--- config.mk ---
export PLATFORM = sky130hd
export DESIGN_NAME = dual_bank_ptr_agu
export DESIGN_NICKNAME = d
export VERILOG_FILES = /design/src/rtl/agu_pkg.sv /design/src/rtl/agu_ctrl.sv /design/src/rtl/agu_dpath.sv /design/src/rtl/dual_bank_ptr_agu.sv
export SDC_FILE = /design/constraint.sdc
export NUM_CORES = 1
export LEC_CHECK = 0
export BUFFER_PORTS_ARGS = -buffer_cell sky130_fd_sc_hd__buf_2
export CORE_ASPECT_RATIO = 0.9
export CORE_MARGIN = 2
export CORE_UTILIZATION = 40
export DETAILED_ROUTE_END_ITERATION = 12
export PLACE_DENSITY_LB_ADDON = 0.25
export SYNTH_ARGS = -nofsm -noshare
export SYNTH_HDL_FRONTEND = slang
export SYNTH_HIERARCHICAL = 1
export SYNTH_SLANG_ARGS = --single-unit
--- constraint.sdc ---
create_clock -name clk -period 2.9 [get_ports clk]
set_input_delay 0.58 -clock clk [delete_from_list [all_inputs] [get_ports clk]]
set_output_delay 0.58 -clock clk [all_outputs]
set_load 0.01 [all_outputs]
--- src/rtl/agu_pkg.sv ---
package agu_pkg;
  // Instruction field positions (decoded by the control)
  localparam int BANK_BIT = 8;
  localparam int MOD_LSB  = 2;
  localparam int IDX_LSB  = 0;
  localparam int PER_BANK = 4;
  localparam int NUM_PTR  = 2 * PER_BANK;
  localparam int SEL_W    = $clog2(NUM_PTR);
  localparam int IDX_W    = $clog2(PER_BANK);

  typedef enum logic [1:0] {
    MOD_HOLD     = 2'b00,
    MOD_INC_FREE = 2'b01,
    MOD_DEC      = 2'b10,
    MOD_INC_LOOP = 2'b11
  } modCode_e;

  typedef struct packed {
    logic             accEn;
    logic             bankSel;
    logic [IDX_W-1:0] ptrIdx;
    logic             isFixed;
    modCode_e         modCode;
    logic             ptrUpd;
    logic             memBump;
    logic             errPulse;
  } aguCtl_t;
endpackage

--- src/rtl/agu_ctrl.sv ---
module agu_ctrl
  import agu_pkg::*;
#(
  parameter int DATA_W = 16
) (
  input  logic              accValid,
  input  logic              accDouble,
  input  logic [DATA_W-1:0] opWord,
  output aguCtl_t           ctl
);
  logic [IDX_W-1:0] idxField;
  modCode_e         modField;
  logic             fixedSel;
  logic             badMode;

  always_comb begin
    idxField = opWord[IDX_LSB +: IDX_W];
    modField = modCode_e'(opWord[MOD_LSB +: 2]);
    fixedSel = (idxField == IDX_W'(PER_BANK - 1));
    badMode  = accValid && accDouble && !fixedSel && (modField != MOD_HOLD);

    ctl.bankSel  = opWord[BANK_BIT];
    ctl.ptrIdx   = idxField;
    ctl.isFixed  = fixedSel;
    ctl.modCode  = modField;
    ctl.errPulse = badMode;
    ctl.accEn    = accValid && !badMode;
    ctl.memBump  = accValid && accDouble && !badMode;
    ctl.ptrUpd   = accValid && !accDouble && !fixedSel && (modField != MOD_HOLD);
  end
endmodule

--- src/rtl/agu_dpath.sv ---
module agu_dpath
  import agu_pkg::*;
#(
  parameter int PTR_W  = 8,
  parameter int DATA_W = 16,
  parameter int LOOP_W = 3
) (
  input  logic              clk,
  input  logic              rstN,
  input  aguCtl_t           ctl,
  input  logic [LOOP_W-1:0] loopSize,
  input  logic              ldEn,
  input  logic [SEL_W-1:0]  ldIdx,
  input  logic [DATA_W-1:0] ldData,
  input  logic [SEL_W-1:0]  rdIdx,
  output logic [PTR_W-1:0]  rdPtr,
  output logic              ramEn,
  output logic              ramBank,
  output logic [PTR_W-1:0]  ramAddr,
  input  logic [DATA_W-1:0] ramRdData,
  output logic              ramWe,
  output logic [DATA_W-1:0] ramWrData,
  output logic              pmEn,
  output logic [DATA_W-1:0] pmAddr
);
  localparam logic [PTR_W-1:0]  PTR_ONE  = PTR_W'(1);
  localparam logic [DATA_W-1:0] DATA_ONE = DATA_W'(1);

  logic [PTR_W-1:0] ptrQ [NUM_PTR];
  logic [SEL_W-1:0] selIdx;
  logic [PTR_W-1:0] curPtr;
  logic [PTR_W-1:0] wrapMask;
  logic [PTR_W-1:0] nextPtr;
  logic [PTR_W-1:0] effAddr;

  assign selIdx = {ctl.bankSel, ctl.ptrIdx};
  assign curPtr = ptrQ[selIdx];

  // Bits inside the loop window; all bits when the window is off
  always_comb begin
    for (int b = 0; b < PTR_W; b++) begin
      wrapMask[b] = (loopSize == '0) || (b < int'(loopSize));
    end
  end

  always_comb begin
    case (ctl.modCode)
      MOD_INC_FREE: nextPtr = curPtr + PTR_ONE;
      MOD_INC_LOOP: nextPtr = (curPtr & ~wrapMask) | ((curPtr + PTR_ONE) & wrapMask);
      MOD_DEC:      nextPtr = (curPtr & ~wrapMask) | ((curPtr - PTR_ONE) & wrapMask);
      default:      nextPtr = curPtr;
    endcase
  end

  // Pointer file: the last pointer of each bank is a hardwired base
  for (genvar g = 0; g < NUM_PTR; g++) begin : g_ptr
    if ((g % PER_BANK) == PER_BANK - 1) begin : g_fixed
      assign ptrQ[g] = '0;
    end else begin : g_live
      logic [PTR_W-1:0] q;
      always_ff @(posedge clk) begin
        if (!rstN) begin
          q <= '0;
        end else if (ldEn && (ldIdx == SEL_W'(g))) begin
          q <= ldData[PTR_W-1:0];
        end else if (ctl.ptrUpd && (selIdx == SEL_W'(g))) begin
          q <= nextPtr;
        end
      end
      assign ptrQ[g] = q;
    end
  end

  assign rdPtr   = ptrQ[rdIdx];
  assign effAddr = ctl.isFixed ? PTR_W'(ctl.modCode) : curPtr;

  always_comb begin
    ramEn     = ctl.accEn;
    ramBank   = ctl.accEn ? ctl.bankSel : 1'b0;
    ramAddr   = ctl.accEn ? effAddr : '0;
    pmEn      = ctl.memBump;
    ramWe     = ctl.memBump;
    pmAddr    = ctl.memBump ? ramRdData : '0;
    ramWrData = ctl.memBump ? ramRdData + DATA_ONE : '0;
  end
endmodule

--- src/rtl/dual_bank_ptr_agu.sv ---
module dual_bank_ptr_agu
  import agu_pkg::*;
#(
  parameter int PTR_W  = 8,
  parameter int DATA_W = 16,
  parameter int LOOP_W = 3
) (
  input  logic              clk,
  input  logic              rstN,
  input  logic              accValid,
  input  logic              accDouble,
  input  logic [DATA_W-1:0] opWord,
  input  logic [LOOP_W-1:0] loopSize,
  input  logic              ldEn,
  input  logic [SEL_W-1:0]  ldIdx,
  input  logic [DATA_W-1:0] ldData,
  input  logic [SEL_W-1:0]  rdIdx,
  output logic [PTR_W-1:0]  rdPtr,
  output logic              ramEn,
  output logic              ramBank,
  output logic [PTR_W-1:0]  ramAddr,
  input  logic [DATA_W-1:0] ramRdData,
  output logic              ramWe,
  output logic [DATA_W-1:0] ramWrData,
  output logic              pmEn,
  output logic [DATA_W-1:0] pmAddr,
  output logic              accErr
);
  aguCtl_t ctl;

  agu_ctrl #(.DATA_W(DATA_W)) u_ctrl (
    .accValid (accValid),
    .accDouble(accDouble),
    .opWord   (opWord),
    .ctl      (ctl)
  );

  agu_dpath #(.PTR_W(PTR_W), .DATA_W(DATA_W), .LOOP_W(LOOP_W)) u_dpath (
    .clk      (clk),
    .rstN     (rstN),
    .ctl      (ctl),
    .loopSize (loopSize),
    .ldEn     (ldEn),
    .ldIdx    (ldIdx),
    .ldData   (ldData),
    .rdIdx    (rdIdx),
    .rdPtr    (rdPtr),
    .ramEn    (ramEn),
    .ramBank  (ramBank),
    .ramAddr  (ramAddr),
    .ramRdData(ramRdData),
    .ramWe    (ramWe),
    .ramWrData(ramWrData),
    .pmEn     (pmEn),
    .pmAddr   (pmAddr)
  );

  assign accErr = ctl.errPulse;
endmodule

==> flow_metrics.py <==
metrics = {
    "run_status": {
        "run_status": "finished, final reports clean",
    },
    "route": {
        "finalWirelength_mm": 14.62,
        "ant_nets": 0,
        "viasPerCell": 6.021,
        "wl_met2_mm": 6.830,
        "vias": 4829,
        "dr_wl_met3_mm": 1.228,
        "wl_per_cell_um": 18.23,
        "drt-initial-drc-count": 447,
        "highest_layer": "met4",
        "wl_met1_mm": 6.168,
        "firstDrtPassIters": 6,
        "route.detailed.drc": 0,
    },
    "critical_path": {
        "cp_slowest_cell": "a221o_1",
        "critPathRequiredTime_ns": 2.32,
        "path_class": "input port to primary output",
        "arrival_ns": 2.17,
        "cp-end-kind": "primary output",
        "worstSetupStartpointType": "input port",
        "max_stage_delay_ns": 0.37,
        "crit_top_cell": "buf_4",
        "worstPathMaxFanout": 8,
        "crit_chain": "clkbuf_4 -> mux2_2 -> a221o_1 -> nand2_1 -> buf_4 -> buf_4 -> o21ai_0 -> and2_1 -> buf_2",
    },
    "global_route": {
        "grt_pass1_wl_mm": 22.83,
        "grt_start_max_net_pins": 39,
        "grtUsageTotal_pct": 25.10,
        "grt_pass1_vias": 4559,
        "antenna_found_initial": 0,
        "grt_overflow": 0,
    },
    "cells_and_area": {
        "regMostFlops": "u_dpath/g_ptr.g_live.q",
        "multiInputGateArea_um2": 2929,
        "drive_gt1_share_pct": 28.23,
        "antennaDiodeCount": 0,
        "fin_util_pct": 50.57,
        "seq_area_um2": 960.9,
        "areaGrowthSynthToFinish_pct": 23.99,
        "largestRegisters": "u_dpath/g_ptr.g_live.q: 48 flops",
        "largest_reg_flops": 48,
        "final_cells": 802,
        "nNetsFinal": 738,
        "fill_cells": 1020,
    },
    "clocking": {
        "hold_buffers": 0,
        "root_buffer": "clkbuf_16",
        "path_clk_slew_ns": 0.06,
        "clock_sinks": 48,
        "cts_htree_levels": 2,
        "clk_latency_ns": 0.29,
        "cts.path.max_buffers": 2,
        "cts_tree": "yes",
        "cts_buffers": 5,
    },
    "sta": {
        "skew_ns": 0.006265,
        "relSlewSlack_pct": 39.74,
        "setup_viol": 0,
        "worst_slew_pin_slew_ns": 0.9029,
        "hold_violations": 0,
        "rsz0062_at_grt": "false",
        "final.min_clock_period_ns": 2.754,
        "fin_crit_sh_pct": 94.97,
        "max_freq_mhz": 363.1,
        "slew_violations": 0,
        "setup_tns_ns": 0,
    },
    "die": {
        "placementRows": 35,
        "initial_utilization_pct": 40.78,
        "die_w_um": 111.5,
        "dieArea_um2": 11240,
        "io_pins": 115,
        "core_area_um2": 10200,
        "chipHeight_um": 100.8,
    },
    "pwr": {
        "leakage_nw": 2.175,
        "ir_worst_vdd_uv": 215.9,
        "power.density_nw_per_um2": 348.5,
    },
    "placement": {
        "dp.cells": 795,
        "io_buffers": 95,
        "dpl.hpwl_mm": 10.72,
        "finalWeightedCongestion": 0.8887,
    },
    "synth": {
        "synth-seq-area-share_pct": 23.09,
        "yosys.cell_count.top_type": "nand2_1",
        "yosysUniqueCellTypes": 57,
        "yosys_warnings": 6,
        "ys_ff_latch": 48,
        "synth-main-ff-cell": "dfxtp_1",
        "synth_area_leaders": "dfxtp_1 (23%), nand2_1 (5.7%), nor2_1 (5.6%)",
        "ys_top_cells_by_count": "nand2_1 (63), nor2_1 (62), dfxtp_1 (48)",
        "synth-edff-count": 0,
        "syn_inst": 563,
        "synth_top_area_share_pct": 23.09,
        "synth.net_count": 628,
        "syn_avg_cell_area_um2": 7.392,
        "async_reset_ff_share_pct": 0,
        "synth_area_um2": 4161,
        "synth_top_cell_by_area": "dfxtp_1",
    },
    "job": {
        "cap_violations": 0,
    },
    "min_path": {
        "min_path_type": "flop to flop",
    },
}
## kinds of logic (layout without fill, tap and decap cells)
family          count (synthesis)  after routing  share of synthesized area (%)
mux                            33             33                          10.64
simple gates                  244            244                          28.50
compound gates                156            156                          25.98
fa+ha+maj                       3              3                         0.9021
buf+inv                        61            171                          7.096
flops                          48             48                          23.09
xor+xnor                       18             18                          3.788
## through the flow
| step | hold slack, ns | area [um2] | worst slack [ns] | total power [mW] |
|---|---|---|---|---|
| after global placement | 0.4873 | 4981 | -0.2190 | 1.174 |
| after floorplan | 0.4633 | 4161 | 0.05100 | 0.9970 |
| after global routing | 0.5275 | 5160 | 0.005352 | 1.869 |
| after CTS | 0.5016 | 5134 | 0.05740 | 1.785 |
| final | 0.5021 | 5160 | 0.1459 | 1.798 |
| after detailed placement | 0.4935 | 4981 | -0.2400 | 1.183 |
## final timing paths
check	slack, ns	endpoint	startpoint	depth (start not counted)
setup / recovery	0.15	ramAddr[1]	opWord[1]	9
hold / removal	0.50	u_dpath/g_ptr[4].g_live.q[1]	u_dpath/g_ptr[4].g_live.q[1]	2
setup reg to reg	0.39	u_dpath/g_ptr[6].g_live.q[4]	u_dpath/g_ptr[2].g_live.q[1]	10
hold reg to reg	0.50	u_dpath/g_ptr[4].g_live.q[1]	u_dpath/g_ptr[4].g_live.q[1]	2
## routing by layer
layer	track usage, %	vias to the layer above
met3	3.848	42
met2	42.35	251
li1	-	2274
met4	9.877	0
met1	32.57	2262
met5	0	-
## power breakdown
group          switching, mW  internal [mW]
Combinational          0.279          0.201
Sequential            0.0193          0.683
Clock                  0.253          0.363
## critical path: cells and delay by family
| family | cells | cell delay [ns] |
|---|---|---|
| buffers and inverters | 4 | 0.53 |
| multiplexers | 1 | 0.35 |
| AO/OA/AOI/OAI | 2 | 0.43 |
| AND/OR/NAND/NOR | 2 | 0.28 |
## placed cells by master (no fill, tap or decap), types with 7 or more instances in the layout
| cell | netlist | layout |
|---|---|---|
| buf_2 | 2 | 94 |
| nand2_1 | 63 | 63 |
| nor2_1 | 62 | 62 |
| buf_4 | 11 | 54 |
| dfxtp_1 | 48 | 48 |
| and2_1 | 36 | 36 |
| o21ai_0 | 32 | 32 |
| a21oi_1 | 28 | 27 |
| nand3_1 | 24 | 24 |
| o22ai_1 | 17 | 17 |
| or3_1 | 15 | 15 |
| mux2i_1 | 15 | 15 |
| inv_1 | 14 | 14 |
| o211ai_1 | 14 | 14 |
| xnor2_1 | 13 | 13 |
| a221o_1 | 11 | 11 |
| nor3_1 | 11 | 11 |
| mux2_2 | 10 | 10 |
| nor2b_1 | 8 | 8 |
| mux4_2 | 8 | 8 |
| and3_1 | 7 | 7 |
| nand2b_1 | 7 | 7 |
## repair_timing
action | 4_1_cts | 5_1_grt
endpoints found under the setup margin | 0 | 15
setup buffers | 0 | 0
gates resized for setup | 0 | 5
## layout make-up
class                   instances  share of cell area (%)
clock buffers                   7                   2.958
flip-flops and latches         48                   18.62
inverters                      14                   1.018
multi-input cells             454                   56.77
well taps                     129                   3.128
repair buffers                150                   17.51
Power figures use the tool's default switching activity.
